### config.mk
export PLATFORM = sky130hd
export DESIGN_NAME = pram_cmd_if
export DESIGN_NICKNAME = d
export VERILOG_FILES = /design/src/rtl/pram_cmd_pkg.sv /design/src/rtl/pram_cmd_regs.sv /design/src/rtl/pram_cmd_exec.sv /design/src/rtl/pram_cmd_if.sv
export SDC_FILE = /design/constraint.sdc
export NUM_CORES = 1
export LEC_CHECK = 0
export ABC_AREA = 0
export CAP_MARGIN = 25
export CORE_UTILIZATION = 63
export CTS_CLUSTER_DIAMETER = 80
export DETAILED_ROUTE_END_ITERATION = 12
export DONT_BUFFER_PORTS = 1
export MAX_ROUTING_LAYER = met4
export PLACE_DENSITY_LB_ADDON = 0.08
export SLEW_MARGIN = 20
export SYNTH_ARGS = -nofsm -noshare
export SYNTH_HDL_FRONTEND = slang
export SYNTH_HIERARCHICAL = 1
export SYNTH_SLANG_ARGS = --single-unit
### constraint.sdc
create_clock -name clk_i -period 2 [get_ports clk_i]
set_input_delay 0.5 -clock clk_i [delete_from_list [all_inputs] [get_ports clk_i]]
set_output_delay 0.5 -clock clk_i [all_outputs]
set_load 0.02 [all_outputs]
### src/rtl/pram_cmd_pkg.sv
package pram_cmd_pkg;
  typedef enum logic [1:0] {
    OP_NORM  = 2'b00,
    OP_WRITE = 2'b01,
    OP_READ  = 2'b10,
    OP_RUN   = 2'b11
  } pram_op_e;

  localparam int REG_AW = 2;
  localparam logic [REG_AW-1:0] OFS_DATA = 2'd0;
  localparam logic [REG_AW-1:0] OFS_ADDR = 2'd1;
  localparam logic [REG_AW-1:0] OFS_MODE = 2'd2;
  localparam int MODE_OP_LSB = 8;
endpackage

### src/rtl/pram_cmd_regs.sv
module pram_cmd_regs
  import pram_cmd_pkg::*;
#(
  parameter int DW = 32,
  parameter int IW = 6
) (
  input  logic              clk_i,
  input  logic              rst_ni,
  input  logic              wr_i,
  input  logic [REG_AW-1:0] addr_i,
  input  logic [DW-1:0]     wdata_i,
  input  logic              load_i,
  input  logic [DW-1:0]     load_data_i,
  output logic [DW-1:0]     rdata_o,
  output logic [DW-1:0]     data_o,
  output logic [DW-1:0]     xaddr_o,
  output pram_op_e          op_o,
  output logic [IW-1:0]     idx_o
);
  logic [DW-1:0] data_q, xaddr_q;
  pram_op_e      op_q;
  logic [IW-1:0] idx_q;

  always_ff @(posedge clk_i or negedge rst_ni) begin
    if (!rst_ni) begin
      data_q  <= '0;
      xaddr_q <= '0;
      op_q    <= OP_NORM;
      idx_q   <= '0;
    end else begin
      // a read result takes priority over a bus write to the data register
      if (load_i) data_q <= load_data_i;
      else if (wr_i && addr_i == OFS_DATA) data_q <= wdata_i;
      if (wr_i && addr_i == OFS_ADDR) xaddr_q <= wdata_i;
      if (wr_i && addr_i == OFS_MODE) begin
        op_q  <= pram_op_e'(wdata_i[MODE_OP_LSB +: 2]);
        idx_q <= wdata_i[IW-1:0];
      end
    end
  end

  always_comb begin
    rdata_o = '0;
    unique case (addr_i)
      OFS_DATA: rdata_o = data_q;
      OFS_ADDR: rdata_o = xaddr_q;
      OFS_MODE: begin
        rdata_o[MODE_OP_LSB +: 2] = op_q;
        rdata_o[IW-1:0]           = idx_q;
      end
      default:  rdata_o = '0;
    endcase
  end

  assign data_o  = data_q;
  assign xaddr_o = xaddr_q;
  assign op_o    = op_q;
  assign idx_o   = idx_q;


  load_capture_chk: assert property (@(posedge clk_i) disable iff (!rst_ni)
    load_i |=> data_q == $past(load_data_i));
endmodule

### src/rtl/pram_cmd_exec.sv
module pram_cmd_exec
  import pram_cmd_pkg::*;
#(
  parameter int IW = 6
) (
  input  logic          clk_i,
  input  logic          rst_ni,
  input  logic          hit_i,
  input  pram_op_e      op_i,
  input  logic [IW-1:0] idx_i,
  output logic          ram_we_o,
  output logic          ram_re_o,
  output logic [IW-1:0] ram_idx_o,
  output logic          run_req_o,
  output logic [IW-1:0] run_idx_o,
  output logic          access_o,
  output logic          ack_o,
  output logic          load_o
);
  logic we_q, re_q, run_q, acc_q, ack_q;
  logic [IW-1:0] idx_q;
  logic take;

  // a pending read blocks new hits for one cycle
  assign take = hit_i && !re_q;

  always_ff @(posedge clk_i or negedge rst_ni) begin
    if (!rst_ni) begin
      we_q  <= 1'b0;
      re_q  <= 1'b0;
      run_q <= 1'b0;
      acc_q <= 1'b0;
      ack_q <= 1'b0;
      idx_q <= '0;
    end else begin
      we_q  <= take && op_i == OP_WRITE;
      re_q  <= take && op_i == OP_READ;
      run_q <= take && op_i == OP_RUN;
      acc_q <= take && op_i == OP_NORM;
      ack_q <= (take && op_i == OP_WRITE) || re_q;
      if (take) idx_q <= idx_i;
    end
  end

  assign ram_we_o  = we_q;
  assign ram_re_o  = re_q;
  assign ram_idx_o = idx_q;
  assign run_req_o = run_q;
  assign run_idx_o = idx_q;
  assign access_o  = acc_q;
  assign ack_o     = ack_q;
  assign load_o    = re_q;


  wr_ack_chk: assert property (@(posedge clk_i) disable iff (!rst_ni)
    ram_we_o |-> ack_o);

  hit_write_chk: assert property (@(posedge clk_i) disable iff (!rst_ni)
    (hit_i && op_i == OP_WRITE && !ram_re_o) |=> ram_we_o && ram_idx_o == $past(idx_i));

  rd_ack_chk: assert property (@(posedge clk_i) disable iff (!rst_ni)
    ram_re_o |=> ack_o);

  rd_gap_chk: assert property (@(posedge clk_i) disable iff (!rst_ni)
    ram_re_o |=> !ram_re_o);

  run_quiet_chk: assert property (@(posedge clk_i) disable iff (!rst_ni)
    run_req_o |-> !ack_o && !ram_we_o && !ram_re_o);

  strobe_onehot_chk: assert property (@(posedge clk_i) disable iff (!rst_ni)
    $onehot0({ram_we_o, ram_re_o, run_req_o, access_o}));
endmodule

### src/rtl/pram_cmd_if.sv
module pram_cmd_if
  import pram_cmd_pkg::*;
#(
  parameter int DW = 32,
  parameter int DEPTH = 64,
  localparam int IW = $clog2(DEPTH)
) (
  input  logic              clk_i,
  input  logic              rst_ni,
  input  logic              reg_wr_i,
  input  logic [REG_AW-1:0] reg_addr_i,
  input  logic [DW-1:0]     reg_wdata_i,
  output logic [DW-1:0]     reg_rdata_o,
  input  logic              bank_hit_i,
  output logic              bank_ack_o,
  output logic              mem_access_o,
  output logic              ram_we_o,
  output logic              ram_re_o,
  output logic [IW-1:0]     ram_idx_o,
  output logic [DW-1:0]     ram_wdata_o,
  input  logic [DW-1:0]     ram_rdata_i,
  output logic              run_req_o,
  output logic [IW-1:0]     run_idx_o,
  output logic [DW-1:0]     run_addr_o
);
  pram_op_e      op;
  logic [IW-1:0] idx;
  logic          load;

  pram_cmd_regs #(.DW(DW), .IW(IW)) u_regs (
    .clk_i       (clk_i),
    .rst_ni      (rst_ni),
    .wr_i        (reg_wr_i),
    .addr_i      (reg_addr_i),
    .wdata_i     (reg_wdata_i),
    .load_i      (load),
    .load_data_i (ram_rdata_i),
    .rdata_o     (reg_rdata_o),
    .data_o      (ram_wdata_o),
    .xaddr_o     (run_addr_o),
    .op_o        (op),
    .idx_o       (idx)
  );

  pram_cmd_exec #(.IW(IW)) u_exec (
    .clk_i     (clk_i),
    .rst_ni    (rst_ni),
    .hit_i     (bank_hit_i),
    .op_i      (op),
    .idx_i     (idx),
    .ram_we_o  (ram_we_o),
    .ram_re_o  (ram_re_o),
    .ram_idx_o (ram_idx_o),
    .run_req_o (run_req_o),
    .run_idx_o (run_idx_o),
    .access_o  (mem_access_o),
    .ack_o     (bank_ack_o),
    .load_o    (load)
  );
endmodule

==> metrics.md <==
| Metric | Value |
|---|---|
| Dpl hpwl | `6180 µm` |
| # IOs | `183` |
| Post-synthesis sequential area ratio | `50.0%` |
| RSZ-0062 raised after global routing | `no` |
| Max Cap Viol | `0` |
| Global-route wire length before repair | `14600 µm` |
| Util after Layout | `68.9%` |
| Final hold violations | `83` |
| Skew-Pair Late Insertion Delay | `340 ps` |
| Worst Hold Slack | `-150 ps` |
| Worst EP arrival | `1320 ps` |
| TritonCTS Buffers | `9` |
| Hold WC Path Type | `input port to asynchronous set/reset pin` |
| Top delay family on crit path | `flip-flops` |
| Crit path kind | `flip-flop to output pin` |
| Mean post-synth cell area | `11.1 µm²` |
| Clk sinks | `83` |
| Fin cells | `451` |
| RR Endpoint | `u_exec/ram_idx_o[2]` |
| Slew @ Worst Pin | `460 ps` |
| Largest net degree at the start of global routing | `84` |
| Initial Util | `65.5%` |
| Port Buffers | `0` |
| Headroom to the max-slew limit | `69.2%` |
| Crit path largest cell delay | `510 ps` |
| Top achievable clock speed | `548 MHz` |
| Synth warn | `6` |
| Setup-failing EPs final | `0` |
| Synth cell types | `23` |
| Clock transition at path regs | `80 ps` |
| Residual DRC count | `0` |
| Diode count | `0` |
| Slew Viols, Final | `0` |
| Post-Synthesis Cells | `376` |
| Failing checks | `negative hold slack` |
| Status | `finished, violations left` |
| Routability congestion estimate | `0.782` |
| Final ANT Viol Nets | `0` |
| #FFs+latches synth | `83` |
| 1st-pass router iterations | `4` |
| Std-Cell Rows | `29` |
| CTS tree | `yes` |
| Iteration-0 DRC Markers | `122` |
| Final WL | `9180 µm` |
| Syn Std Cell Area | `0.00416 mm²` |
| Post-CTS sizing | `0` |
| Worst EP required | `1500 ps` |
| Crit Path Max Fanout | `3` |
| Die Width | `83.2 µm` |
| Cells after DPL | `435` |
| Core box area | `0.00635 mm²` |
| Clock H-tree levels | `3` |
| Die Y | `83.2 µm` |
| Vias in the first global route | `2761` |
| CP Launch Type | `flip-flop` |
| Final nets | `439` |
| Period minus WS final | `1820 ps` |
| CTS max path bufs | `2` |
| LEAKAGE | `2.11 nW` |
| CP max stage cell | `dfrtp_1` |
| Clk_skew | `9.77 ps` |
| R2R Path Start | `u_exec/load_o` |
| Routed len/inst | `20.4 µm` |
| GRT Overall Usage | `28.0%` |
| Crit end category | `output pin` |
| Reg2Reg Setup Slack | `780 ps` |
| Buf+Inv Stages, Crit Path | `1` |
| Path depth of the worst reg2reg path | `2` |
| Post-CTS Setup Repair Bufs | `0` |
| Die area | `0.00693 mm²` |
| Cell Chain, Critical Path | `mux2i_1, o21ai_0, buf_4` |
| Worst vdd ir | `0.705 mV` |
| Power density over cell area | `1190 mW/mm²` |
| Area growth syn-to-layout | `5.33%` |
| Vias | `2756` |
| Proportion of layout cells with a drive suffix above 1 | `21.1%` |
| Antenna violations before repair | `0` |
| Root buf cell | `clkbuf_8` |
| Crit share post-route | `91.2%` |
| Grt ovf | `0` |
| Syn_nets | `446` |
| Vias per cell | `6.11` |
| Setup TNS | `0 ps` |
-- cell usage after synthesis --
library cell / number / share of area (%)
nor2b_4: 1 / 0.33
nor3b_2: 1 / 0.30
dfrtp_1: 83 / 50
or3b_1: 1 / 0.21
buf_6: 4 / 1.1
nand2_1: 40 / 3.6
inv_1: 1 / 0.090
mux2i_1: 32 / 7.7
nor3_1: 2 / 0.24
nand2_4: 1 / 0.27
nor2b_1: 33 / 5.0
clkbuf_1: 11 / 0.99
buf_4: 9 / 1.6
o21ai_0: 8 / 0.96
nor2_1: 24 / 2.2
mux2_2: 10 / 2.7
nand2b_1: 1 / 0.15
nand3b_1: 1 / 0.18
mux2_4: 36 / 13
buf_2: 10 / 1.2
a21oi_1: 64 / 7.7
and3_1: 2 / 0.30
a31o_1: 1 / 0.21
-- flip-flops by register name, summed over array words and instances (netlist names) --
signal / count
u_exec/access_o: 1
u_exec/ack_o: 1
u_exec/load_o: 1
u_exec/ram_idx_o: 6
u_exec/ram_we_o: 1
u_exec/run_req_o: 1
u_regs/data_o: 32
u_regs/idx_o: 6
u_regs/op_o: 2
u_regs/xaddr_o: 32
-- worst max path at each step --
stage	start	cells after the start	slack (ps)	endpoint
6_report	u_regs/data_o[4]	3	180	reg_rdata_o[4]
3_3_place_gp	reg_addr_i[0]	5	360	u_regs/xaddr_o[31]
4_1_cts	u_regs/xaddr_o[22]	2	160	reg_rdata_o[22]
3_5_place_dp	reg_addr_i[0]	5	340	u_regs/xaddr_o[31]
5_1_grt	u_regs/data_o[4]	3	60	reg_rdata_o[4]
2_1_floorplan	reg_addr_i[1]	4	4	reg_rdata_o[1]
-- routing by layer --
metal	global-route usage, %	vias up	part of all wire, %
met5	-	-	0
met4	10.8	0	1.7
met3	6.76	13	8.3
met2	42.5	143	47
met1	36.7	1351	43
li1	-	1249	-
-- cell type report --
cell class	count	area, µm²
tap	77	96.3
sequential	83	2080
timing repair buffer	16	158
clock inverter	3	15.0
fill	503	1970
inverter	1	3.75
multi-input combinational	258	1880
clock buffer	13	149
-- metrics by stage --
stage / power (mW) / cell area (µm²) / setup slack [ps]
after detailed placement: 4.20 / 4210 / 345
after global placement: 4.15 / 4210 / 356
final: 5.20 / 4380 / 177
after CTS: 5.23 / 4380 / 157
after global routing: 5.46 / 4380 / 59.4
after floorplan: 3.98 / 4160 / 3.75
-- cells in the final DEF (no fill, tap or decap), types with 2 or more instances in the layout --
master,n
clkbuf_8,10
nor2_1,24
o21ai_0,8
clkinv_2,3
mux2_4,36
buf_4,13
mux2i_1,32
and3_1,2
clkbuf_1,3
mux2_2,10
dfrtp_1,82
buf_12,3
nand2_1,40
nor2b_1,33
a21oi_1,64
nor3_1,2
-- cells by family after synthesis --
logic type	share of synthesized area [%]
AOI/OAI and AO/OA	8.88
buffers and inverters	5.00
DFF	50.0
muxes	23.4
and+or+nand+nor	12.7
-- power by group --
part	internal (mW)	switching, mW	leakage, nW
clock network	0.481	0.554	0.0872
logic	0.559	0.527	1.04
registers	2.10	0.981	0.982
(Power assumes the default switching activity.)
